**src/rtl/irq_prio_resolver.sv**
```systemverilog
module irq_prio_resolver #(
  parameter int NUM_SRC   = 16,
  parameter int IRQ_CODE  = 6,
  parameter int RSVD_CODE = 5,
  localparam int IDX_W    = $clog2(NUM_SRC)
) (
  input  logic               clk,
  input  logic               rst_n,
  input  logic [NUM_SRC-1:0] irq_req,
  input  logic               nmi_req,
  input  logic               cpu_mask,
  input  logic               special_mode,
  input  logic               cfg_wr,
  input  logic [7:0]         cfg_wdata,
  output logic [7:0]         cfg_rdata,
  output logic               win_valid,
  output logic               win_nmi,
  output logic [IDX_W-1:0]   win_idx
);
  localparam int UPPER = NUM_SRC - IRQ_CODE;

  logic [IDX_W-1:0]   promo_q;
  logic               alt_q, vis_q;
  logic [IDX_W-1:0]   promo_eff, pick;
  logic [NUM_SRC-1:0] elig;

  assign promo_eff = (promo_q == IDX_W'(RSVD_CODE)) ? IDX_W'(IRQ_CODE) : promo_q;
  assign elig      = irq_req & ~(NUM_SRC'(1) << RSVD_CODE);
  assign cfg_rdata = {vis_q, alt_q, 2'b00, promo_q};

  always_ff @(posedge clk or negedge rst_n) begin
    if (!rst_n) begin
      promo_q <= IDX_W'(IRQ_CODE);
      alt_q   <= 1'b0;
      vis_q   <= 1'b0;
    end else begin
      if (cfg_wr && cpu_mask) promo_q <= cfg_wdata[IDX_W-1:0];
      if (cfg_wr && special_mode) alt_q <= cfg_wdata[6];
      if (!special_mode) vis_q <= 1'b0;
      else if (cfg_wr) vis_q <= cfg_wdata[7];
    end
  end

  always_comb begin
    pick = '0;
    for (int k = NUM_SRC - 1; k >= 0; k--) begin
      if (k < UPPER) begin
        if (elig[k + IRQ_CODE]) pick = IDX_W'(k + IRQ_CODE);
      end else begin
        if (elig[k - UPPER]) pick = IDX_W'(k - UPPER);
      end
    end
    if (elig[promo_eff]) pick = promo_eff;
  end

  always_ff @(posedge clk or negedge rst_n) begin
    if (!rst_n) begin
      win_valid <= 1'b0;
      win_nmi   <= 1'b0;
      win_idx   <= '0;
    end else if (nmi_req) begin
      win_valid <= 1'b1;
      win_nmi   <= 1'b1;
      win_idx   <= '0;
    end else begin
      win_valid <= !cpu_mask && (|elig);
      win_nmi   <= 1'b0;
      win_idx   <= (!cpu_mask && (|elig)) ? pick : '0;
    end
  end
endmodule


```
**config.mk**
```make
export PLATFORM = sky130hd
export DESIGN_NAME = irq_prio_resolver
export DESIGN_NICKNAME = d
export VERILOG_FILES = /design/src/rtl/irq_prio_resolver.sv
export SDC_FILE = /design/constraint.sdc
export NUM_CORES = 1
export LEC_CHECK = 0
export BUFFER_PORTS_ARGS = -buffer_cell sky130_fd_sc_hd__buf_2
export CAP_MARGIN = 20
export CORE_MARGIN = 2
export CORE_UTILIZATION = 24
export CTS_CLUSTER_SIZE = 10
export DETAILED_ROUTE_END_ITERATION = 10
export PLACE_DENSITY_LB_ADDON = 0.12
export SYNTH_ARGS = -nofsm -noshare
export SYNTH_HDL_FRONTEND = slang
export SYNTH_SLANG_ARGS = --single-unit
```
**constraint.sdc**
```tcl
create_clock -name clk -period 2.22 [get_ports clk]
set_input_delay 0.333 -clock clk [delete_from_list [all_inputs] [get_ports clk]]
set_output_delay 0.333 -clock clk [all_outputs]
set_load 0.05 [all_outputs]
```
==> run_results.csv <==
group,metric,value,unit
timing,max_freq,0.510,GHz
route,routedWlPerCell,12.3,um
timing,rsz0062_at_grt,"false",
place,portBuffers,38,
route,vias,842,
power,power_density,681,mW/mm2
synthesis,synth_edf_count,0,
finish,post-route-util,33.5,%
finish,final_cell_mix,"buf_2, dfrtp_1, nand2_1",
global_route,first_global_vias,737,
timing,setup_viol,0,
synthesis,yosys_warnings,0,
clocking,cts_buffers,3,
synthesis,synth-main-ff-cell,"dfrtp_1",
place,place_area,0.00107,mm2
synthesis,seq_area_frac_synth,36.3,%
critical_path,path_cells,"mux4_2 -> and3_1 -> a41o_1 -> nor3_2 -> mux2i_1",
clocking,clockBufferDepth,2,
power,power.total,0.761,mW
synthesis,synthArstFlopShare,100,%
critical_path,worstSetupPathType,"flip-flop to flip-flop",
clocking,htree_levels,1,
route,initialDrtViolationCount,24,
place,post-place-ws,0.216,ns
place,dp.final_hpwl,1850,um
min_path,min_from,"nmi_req",
synthesis,synthCells,90,
floorplan,die_width,63.0,um
power,vdd_ir_drop_max,265,uV
synthesis,syn_area_per_cell,9.27,um2
global_route,grt_use_total,10.9,%
critical_path,critPathTopFamily,"multiplexers",
power,p_leak,0.534,nW
finish,antenna-diode-count,0,
global_route,antenna_found_initial,0,
clocking,numClockSinks,12,
timing,max_slew_margin,62.0,%
timing,worst_slew_pin_slew,0.565,ns
synthesis,synth-seq-cells,12,
floorplan,die-area,0.00397,mm2
finish,drive_gt1_share,43.5,%
synthesis,yosys.cell_types.count,39,
critical_path,crit_required,2.41,ns
finish,design_area,0.00112,mm2
route,drt_first_pass_iters,4,
timing,fin_crit_sh,88.4,%
finish,fill_cells,377,
clocking,clock_latency,0.26,ns
finish,multi_input_area,479,um2
floorplan,die_h,63.0,um
critical_path,cpMaxStageDelayCell,"mux4_2",
floorplan,pin_count,44,
critical_path,max_stage_delay,0.50,ns
timing,setup_tns,0,ns
route,post-route-drc-count,0,
route,final_antenna_net_count,0,
route,wirelength,2180,um
critical_path,worst_ep_arrival_time,2.15,ns
place,gp_routability_congestion,0.824,
floorplan,start_util,25.0,%
synthesis,syn_area,835,um2
finish,seq_area,304,um2
timing,fin_worst_skew,0.000892,ns
floorplan,core,0.00334,mm2
clocking,cts_tree,"done",
place,dp_cells,172,
finish,final_nets,162,
timing,holdWs,0.205,ns
route,vias_per_cell,4.76,
global_route,grt_overflow_total,0,
floorplan,num_rows,21,
global_route,grt_max_degree,14,
clocking,clk_pin_slew,0.08,ns
status,status,"completed",
finish,area_growth,34.0,%
critical_path,worstReg2RegStart,"promo_q[0]",
job,maxCapViolations,0,
min_path,hold_path_class,"input port to flip-flop",
finish,layout.cells.most_common,"buf_2",
clocking,cts.repair.resized,0,
critical_path,crit_fanout,3,
critical_path,endpoint_kind,"flip-flop",
critical_path,crit_start,"promo_q[0]",
timing,finalMaxSlewViolations,0,
critical_path,startpoint_type,"flip-flop",
timing,final.setup.worst_slack,0.258,ns
timing,hold_viol_final,0,
timing,period_minus_slack,1.96,ns
global_route,grt_pass1_wl,3440,um
clocking,root_buffer,"clkbuf_4",
finish,fin_cells,177,
critical_path,critPathBufInv,0,
layer usage:
| layer | part of all wire (%) | track usage, % | vias to the layer above |
|---|---|---|---|
| met5 | 0 | 0 | - |
| met4 | 0.55 | 3.33 | 0 |
| met3 | 9.4 | 3.42 | 2 |
| met2 | 47 | 16.6 | 27 |
| met1 | 43 | 14.5 | 394 |
| li1 | - | - | 419 |
synth_stat cells, drive strengths merged (2+ instances only):
master / instances / share of area, %
a211oi: 2 / 2.4
a21oi: 4 / 2.4
buf: 4 / 3.6
clkbuf: 2 / 0.90
dfrtp: 10 / 30
dfstp: 2 / 6.3
inv: 5 / 2.2
mux2: 5 / 6.7
mux2i: 5 / 6.0
nand2: 8 / 3.6
nand2b: 3 / 2.2
nor2: 6 / 2.7
nor2b: 2 / 1.5
nor3: 3 / 2.4
nor4: 4 / 3.0
o21ai: 2 / 1.2
o21bai: 2 / 1.8
o31ai: 2 / 1.8
final timing paths:
path / end / slack (ns) / cells past startpoint
worst min register to register: alt_q / 0.51 / 1
worst max register to register: win_idx[0] / 0.26 / 5
worst min-delay path: win_nmi / 0.21 / 1
max in group asynchronous: promo_q[1] / 1.47 / 2
min in group asynchronous: alt_q / 0.48 / 2
worst max-delay path: win_idx[0] / 0.26 / 5
state kept, by name, indices dropped and copies added, names as in the netlist:
name / flops
win_idx: 4
promo_q: 4
alt_q: 1
win_valid: 1
win_nmi: 1
vis_q: 1
power by group:
part	internal (mW)	leakage (nW)	switching (mW)	total (mW)
combinational	0.112	0.368	0.209	0.322
sequential	0.248	0.144	0.0219	0.270
clock	0.0995	0.0210	0.0707	0.170
total	0.460	0.534	0.302	0.761
timing repair:
| action | CTS | global route |
|---|---|---|
| hold endpoints to repair | 10 | 0 |
| hold buffers | 1 | 0 |
| setup buffers | 0 | 0 |
cell families (layout without fill, tap and decap cells):
group	Yosys count	count (layout)	share of synthesized area, %
muxes	11	11	15.4
other	1	2	0.449
DFF	12	12	36.3
AOI/OAI and AO/OA	23	23	21.1
buffers and inverters	11	51	6.75
and+or+nand+nor	32	32	19.9
area by class of cell:
class	instances	share of cell area, %
inverters	5	1.68
clock buffers	4	3.24
repair buffers	42	19.9
flip-flops and latches	12	27.2
multi-input cells	68	42.8
well taps	46	5.15
(Power assumes the default switching activity.)
